$ cat config.mk
export PLATFORM = sky130hd
export DESIGN_NAME = async_rd_master
export DESIGN_NICKNAME = d
export VERILOG_FILES = /design/src/rtl/async_rd_master.sv
export SDC_FILE = /design/constraint.sdc
export NUM_CORES = 1
export LEC_CHECK = 0
export CAP_MARGIN = 20
export CORE_ASPECT_RATIO = 1.25
export CORE_UTILIZATION = 45
export CTS_CLUSTER_DIAMETER = 100
export DETAILED_ROUTE_END_ITERATION = 8
export PLACE_DENSITY = 0.85
export REMOVE_ABC_BUFFERS = 1
export SLEW_MARGIN = 10
export SYNTH_ARGS = -nofsm -noshare
export SYNTH_HDL_FRONTEND = slang
export SYNTH_SLANG_ARGS = --single-unit
$ cat constraint.sdc
create_clock -name clk -period 3.4 [get_ports clk]
set_clock_uncertainty 0.15 [all_clocks]
set_input_delay 0.68 -clock clk [delete_from_list [all_inputs] [get_ports clk]]
set_output_delay 0.68 -clock clk [all_outputs]
set_load 0.01 [all_outputs]
$ cat src/rtl/async_rd_master.sv
module async_rd_master #(
  parameter int AW        = 16,
  parameter int DW        = 16,
  parameter int SETUP_CYC = 1,
  parameter int SYNC_N    = 2
) (
  input  logic          clk,
  input  logic          rst_n,
  input  logic          start_i,
  input  logic [AW-1:0] addr_i,
  output logic          done_o,
  output logic [DW-1:0] rdata_o,
  output logic          busy_o,
  output logic [AW-1:0] bus_addr_o,
  output logic          bus_sel_o,
  output logic          bus_rw_o,
  output logic          bus_req_o,
  input  logic          bus_ack_i,
  input  logic [DW-1:0] bus_data_i
);
  localparam int CW = (SETUP_CYC < 2) ? 1 : $clog2(SETUP_CYC);
  localparam logic [CW-1:0] CNT_LAST = CW'(SETUP_CYC - 1);

  typedef enum logic [2:0] {ST_IDLE, ST_SETUP, ST_WAIT, ST_DROP, ST_REL} st_t;

  st_t            st;
  logic [CW-1:0]  cnt;
  logic [SYNC_N-1:0] ack_q;
  logic           ack_s;
  logic [AW-1:0]  addr_q;
  logic [DW-1:0]  mbr_q;
  logic           done_q;

  always_ff @(posedge clk or negedge rst_n)
    if (!rst_n) ack_q <= '0;
    else        ack_q <= {ack_q[SYNC_N-2:0], bus_ack_i};

  assign ack_s = ack_q[SYNC_N-1];

  always_ff @(posedge clk or negedge rst_n) begin
    if (!rst_n) begin
      st     <= ST_IDLE;
      cnt    <= '0;
      addr_q <= '0;
      mbr_q  <= '0;
      done_q <= 1'b0;
    end else begin
      done_q <= 1'b0;
      case (st)
        ST_IDLE:
          if (start_i) begin
            addr_q <= addr_i;
            cnt    <= '0;
            st     <= ST_SETUP;
          end
        ST_SETUP:
          if (cnt == CNT_LAST) st <= ST_WAIT;
          else                 cnt <= cnt + 1'b1;
        ST_WAIT:
          if (ack_s) begin
            mbr_q <= bus_data_i;
            st    <= ST_DROP;
          end
        ST_DROP: begin
          addr_q <= '0;
          st     <= ST_REL;
        end
        ST_REL:
          if (!ack_s) begin
            done_q <= 1'b1;
            st     <= ST_IDLE;
          end
        default: st <= ST_IDLE;
      endcase
    end
  end

  assign bus_sel_o  = (st == ST_SETUP) || (st == ST_WAIT) || (st == ST_DROP);
  assign bus_rw_o   = !bus_sel_o;
  assign bus_req_o  = (st == ST_WAIT);
  assign bus_addr_o = addr_q;
  assign busy_o     = (st != ST_IDLE);
  assign done_o     = done_q;
  assign rdata_o    = mbr_q;


  req_after_sel_chk: assert property (@(posedge clk) disable iff (!rst_n)
    $rose(bus_req_o) |-> $past(bus_sel_o) && !$past(bus_rw_o));


  req_lines_stable_chk: assert property (@(posedge clk) disable iff (!rst_n)
    bus_req_o && $past(bus_req_o) |->
      $stable(bus_addr_o) && $stable(bus_sel_o) && $stable(bus_rw_o));


  sel_release_order_chk: assert property (@(posedge clk) disable iff (!rst_n)
    $fell(bus_sel_o) |-> !$past(bus_req_o));


  done_idle_bus_chk: assert property (@(posedge clk) disable iff (!rst_n)
    done_o |-> !bus_sel_o && !bus_req_o && bus_rw_o && (bus_addr_o == '0));


  done_single_chk: assert property (@(posedge clk) disable iff (!rst_n)
    done_o |=> !done_o);


  capture_after_ack_chk: assert property (@(posedge clk) disable iff (!rst_n)
    (rdata_o != $past(rdata_o)) |-> $past(ack_s) && $past(bus_req_o));
endmodule

==> out/summary.txt <==
FLOORPLANNING
--------------------------------------------------------------------------------------------------
Starting Density ....................................................................        47.1%
Site Rows ...........................................................................           24
Width of the die ....................................................................      56.2 µm
Count of pins on the block boundary .................................................           73
Vert. Die Dim .......................................................................      69.8 µm
Standard cell core area .............................................................     3510 µm²
DIE AREA ............................................................................     3930 µm²

GLOBAL ROUTE
--------------------------------------------------------------------------------------------------
M3 GR Usage .........................................................................        5.41%
GR Overflow Total ...................................................................            0
Largest net degree at the start of global routing ...................................           39
Number of global-route vias before repair ...........................................         1343
All-layer global routing usage ......................................................        20.6%
Met1 capacity usage during global routing ...........................................        24.9%
Global-route wire length before repair ..............................................      6.20 mm
Antenna violations before repair ....................................................            0
Met2 track demand over resource .....................................................        34.8%
Routing layer with the top usage in global route ....................................         met2

ROUTING
--------------------------------------------------------------------------------------------------
Vias per std cell ...................................................................         5.29
Detail Route Antenna Nets ...........................................................            0
Initial detailed-routing violation count ............................................           24
Aggregate routed wire length ........................................................      3.64 mm
DR DRC count ........................................................................            0
Detailed-router iteration count before antenna repair ...............................            4
Via count ...........................................................................         1276
DR WL/cell ..........................................................................      15.1 µm

SYNTH
--------------------------------------------------------------------------------------------------
EDFF count, synth ...................................................................            0
Gate count after technology mapping .................................................          131
Average cell area after synthesis ...................................................     12.6 µm²
Share of the yosys chip area belonging to registers .................................        57.4%
Most numerous cell types in the synthesized netlist ................................. 38 x sky130_fd_sc_hd__dfrtp_1, 18 x sky130_fd_sc_hd__inv_1, 16 x sky130_fd_sc_hd__a22oi_1, 16 x sky130_fd_sc_hd__o22ai_1, 10 x sky130_fd_sc_hd__mux2_4
Main combinational cell family by area after synthesis .............................. compound AO/OA/AOI/OAI gates
Netlist Area Pre-Place ..............................................................     1660 µm²
Synth Area in Simple Gates ..........................................................        5.74%
Area share of the largest cell type after synthesis .................................        57.4%
Count leader, synth ................................................................. sky130_fd_sc_hd__dfrtp_1
Most used DFF post-synth ............................................................ sky130_fd_sc_hd__dfrtp_1
Xor-xnor portion of the synthesized cell area .......................................       0.529%
Multiplexer area fraction after synthesis ...........................................        13.8%
Fraction of synthesis flops using an asynchronous set or reset pin ..................         100%
Synthesis warning total .............................................................            0
Top area cells in the synthesized netlist ........................................... sky130_fd_sc_hd__dfrtp_1 57%, sky130_fd_sc_hd__mux2_4 9.1%, sky130_fd_sc_hd__a22oi_1 7.3%, sky130_fd_sc_hd__o22ai_1 6.0%, sky130_fd_sc_hd__inv_1 4.1%
Number of storage elements in the synthesis netlist .................................           38
Count of unique library cells instantiated by Yosys .................................           25
Largest area contributor in the synthesized netlist ................................. sky130_fd_sc_hd__dfrtp_1
Adder-cell share of the synthesized area ............................................           0%
Synthesized-area fraction occupied by ao, oa, aoi and oai cells .....................        13.8%

WORST SETUP PATH
--------------------------------------------------------------------------------------------------
Worst path required time ............................................................      2570 ps
Type of element capturing the critical path .........................................  output port
Crit path DAT .......................................................................      1860 ps
Path type of the worst setup path ................................................... flip-flop to output port
Type of element launching the critical path .........................................    flip-flop
Worst Path Max Fanout ...............................................................           23
Worst r2r path cells ................................................................            4
Setup slack of the worst register-to-register path ..................................      1470 ps
Worst R2R End ....................................................................... bus_addr_o[14]
Launch point of the worst reg-to-reg path ...........................................        st[1]
CP Launch Point .....................................................................        st[0]
Capture point of the worst path .....................................................    bus_sel_o

CLOCK NETWORK
--------------------------------------------------------------------------------------------------
Clock root buffer master ............................................................ sky130_fd_sc_hd__clkbuf_8
H-tree depth reported by CTS ........................................................            2
Hold-fix buffer count after cts .....................................................            0
PostCTS Resize Cnt ..................................................................            0
CTS sink cnt ........................................................................           38
Buffers from clock root to sink, at most ............................................            2
CTS tree ............................................................................         done
Clock transition time at the flip-flop clock pins of the worst setup and hold paths .        70 ps
Cts bufs inserted ...................................................................            5
Post-CTS setup buffers ..............................................................            0
Clock latency reported for the late side of the worst-skew pair .....................       280 ps

POWER AND IR DROP
--------------------------------------------------------------------------------------------------
Cell-internal power .................................................................      1.48 mW
Sequential power share ..............................................................        34.8%
Net Sw Frac .........................................................................        34.3%
Switching power summed over all nets ................................................       774 µW
Power density normalized to cell area ...............................................   926 nW/µm²
Max IR drop VDD .....................................................................       642 µV
Clock power share ...................................................................        12.5%
Logic pwr share .....................................................................        52.6%
Leakage power of the design .........................................................      1.04 nW

STA
--------------------------------------------------------------------------------------------------
Min cycle time layout ...............................................................      2690 ps
Highest attainable clock frequency ..................................................      372 MHz
Worst relative slew slack ...........................................................        39.2%
Period utilisation layout ...........................................................        79.1%
Unrepaired setup endpoints after global routing .....................................        false
Setup Viol. Count Final .............................................................            0
Final sum of negative setup slack ...................................................         0 ps
Hold violation total from the final report ..........................................            0
Final max-slew violation count ......................................................            0
Transition time at the pin with the least slew margin ...............................       909 ps

FINAL LAYOUT
--------------------------------------------------------------------------------------------------
Final Core Density ..................................................................        69.3%
Number of nets in the layout ........................................................          238
Area grow syn2layout ................................................................        47.1%
Area used by sequential logic in the layout .........................................      951 µm²
Total area of multi-input combinational cells .......................................      561 µm²
Final-layout fill cell count ........................................................          258
Proportion of layout cells with a drive suffix above 1 ..............................        14.4%
ANT cells ...........................................................................            0

PLACE
--------------------------------------------------------------------------------------------------
Routability Congestion ..............................................................        0.674
Half-perimeter wire length after detailed placement .................................      2.66 mm
Quantity of I/O buffers inserted on ports ...........................................           72

STATUS
--------------------------------------------------------------------------------------------------
Status .............................................................................. complete, no violations

RUN
--------------------------------------------------------------------------------------------------
Maxcap violations ...................................................................            0

HOLD PATH
--------------------------------------------------------------------------------------------------
Class of the tightest hold or removal check ......................................... flip-flop to flip-flop

how the worst min path moves through the flow:
stage	startpoint	endpoint	slack, ps	cells past startpoint
floorplan	ack_q[0]	ack_q[1]	180	0
detailed placement	ack_q[0]	ack_q[1]	200	0
global placement	ack_q[0]	ack_q[1]	180	0
global route	ack_q[0]	ack_q[1]	230	0
CTS	ack_q[0]	ack_q[1]	220	0
finish	ack_q[0]	ack_q[1]	210	0
layout make-up:
class	count	share of cell area, %
sequential	38	39.1
clock buffer	7	3.13
timing repair buffer	74	30.0
tap	39	2.00
multi-input combinational	65	23.0
inverter	18	2.77
stage by stage:
step	hold slack (ps)	area [µm²]	total power, mW	cells	worst slack [ps]
3_5_place_dp	200	2360	1.99	234	854
5_1_grt	229	2430	2.40	241	611
2_1_floorplan	181	1580	1.38	121	1320
3_3_place_gp	184	2360	1.93	234	965
4_1_cts	216	2430	2.28	241	699
6_report	213	2430	2.25	241	710
state kept, by name (all words and copies together) (netlist names):
signal	cells
st	3
bus_addr_o	16
done_o	1
ack_q	2
rdata_o	16
power by group through the flow:
stage	Combinational (mW)	Clock [mW]	Sequential, mW
finish	1.19	0.283	0.785
global route	1.28	0.310	0.812
CTS	1.20	0.290	0.787
detailed placement	1.20	0	0.791
global placement	1.15	0	0.779
floorplan	0.474	0	0.910
worst max-delay path: stages, from the launching register on:
cell and delay, ps:
sky130_fd_sc_hd__dfrtp_1 330, sky130_fd_sc_hd__buf_4 260, sky130_fd_sc_hd__nor2_1 110, sky130_fd_sc_hd__or2_2 300, sky130_fd_sc_hd__inv_1 50, sky130_fd_sc_hd__clkdlybuf4s50_1 520
cell usage in the layout (no fill, tap or decap):
cell | netlist | layout
sky130_fd_sc_hd__clkdlybuf4s50_1 | 0 | 71
sky130_fd_sc_hd__dfrtp_1 | 38 | 38
sky130_fd_sc_hd__inv_1 | 18 | 18
sky130_fd_sc_hd__a22oi_1 | 16 | 16
sky130_fd_sc_hd__o22ai_1 | 16 | 16
sky130_fd_sc_hd__mux2_4 | 10 | 10
sky130_fd_sc_hd__mux2_2 | 6 | 6
sky130_fd_sc_hd__clkbuf_8 | 0 | 5
sky130_fd_sc_hd__nor2_1 | 3 | 3
sky130_fd_sc_hd__nand2_1 | 2 | 2
sky130_fd_sc_hd__clkbuf_1 | 3 | 2
sky130_fd_sc_hd__buf_4 | 1 | 2
sky130_fd_sc_hd__nor3b_4 | 1 | 1
sky130_fd_sc_hd__or3_1 | 1 | 1
sky130_fd_sc_hd__or2_2 | 1 | 1
sky130_fd_sc_hd__xnor2_1 | 1 | 1
sky130_fd_sc_hd__nor3b_2 | 1 | 1
sky130_fd_sc_hd__nand2b_1 | 1 | 1
sky130_fd_sc_hd__a21oi_2 | 1 | 1
sky130_fd_sc_hd__and2_4 | 1 | 1
sky130_fd_sc_hd__mux2i_1 | 1 | 1
sky130_fd_sc_hd__nor3_1 | 1 | 1
sky130_fd_sc_hd__nand3_1 | 1 | 1
sky130_fd_sc_hd__nand3b_1 | 1 | 1
sky130_fd_sc_hd__buf_2 | 3 | 1
layer usage:
layer  wire length (µm)  up-vias
met5                  0        -
met3                252        5
met4                 48        0
li1                   -      600
met2               1870       56
met1               1470      615
logic make-up (layout without fill, tap and decap cells):
| logic type | Yosys count | in the layout |
|---|---|---|
| and+or+nand+nor | 14 | 14 |
| muxes | 17 | 17 |
| DFF | 38 | 38 |
| xor gates and xnor gates | 1 | 1 |
| buffers and inverters | 28 | 99 |
| AOI/OAI and AO/OA | 33 | 33 |
Note: power is estimated with default switching activity, not from simulation.
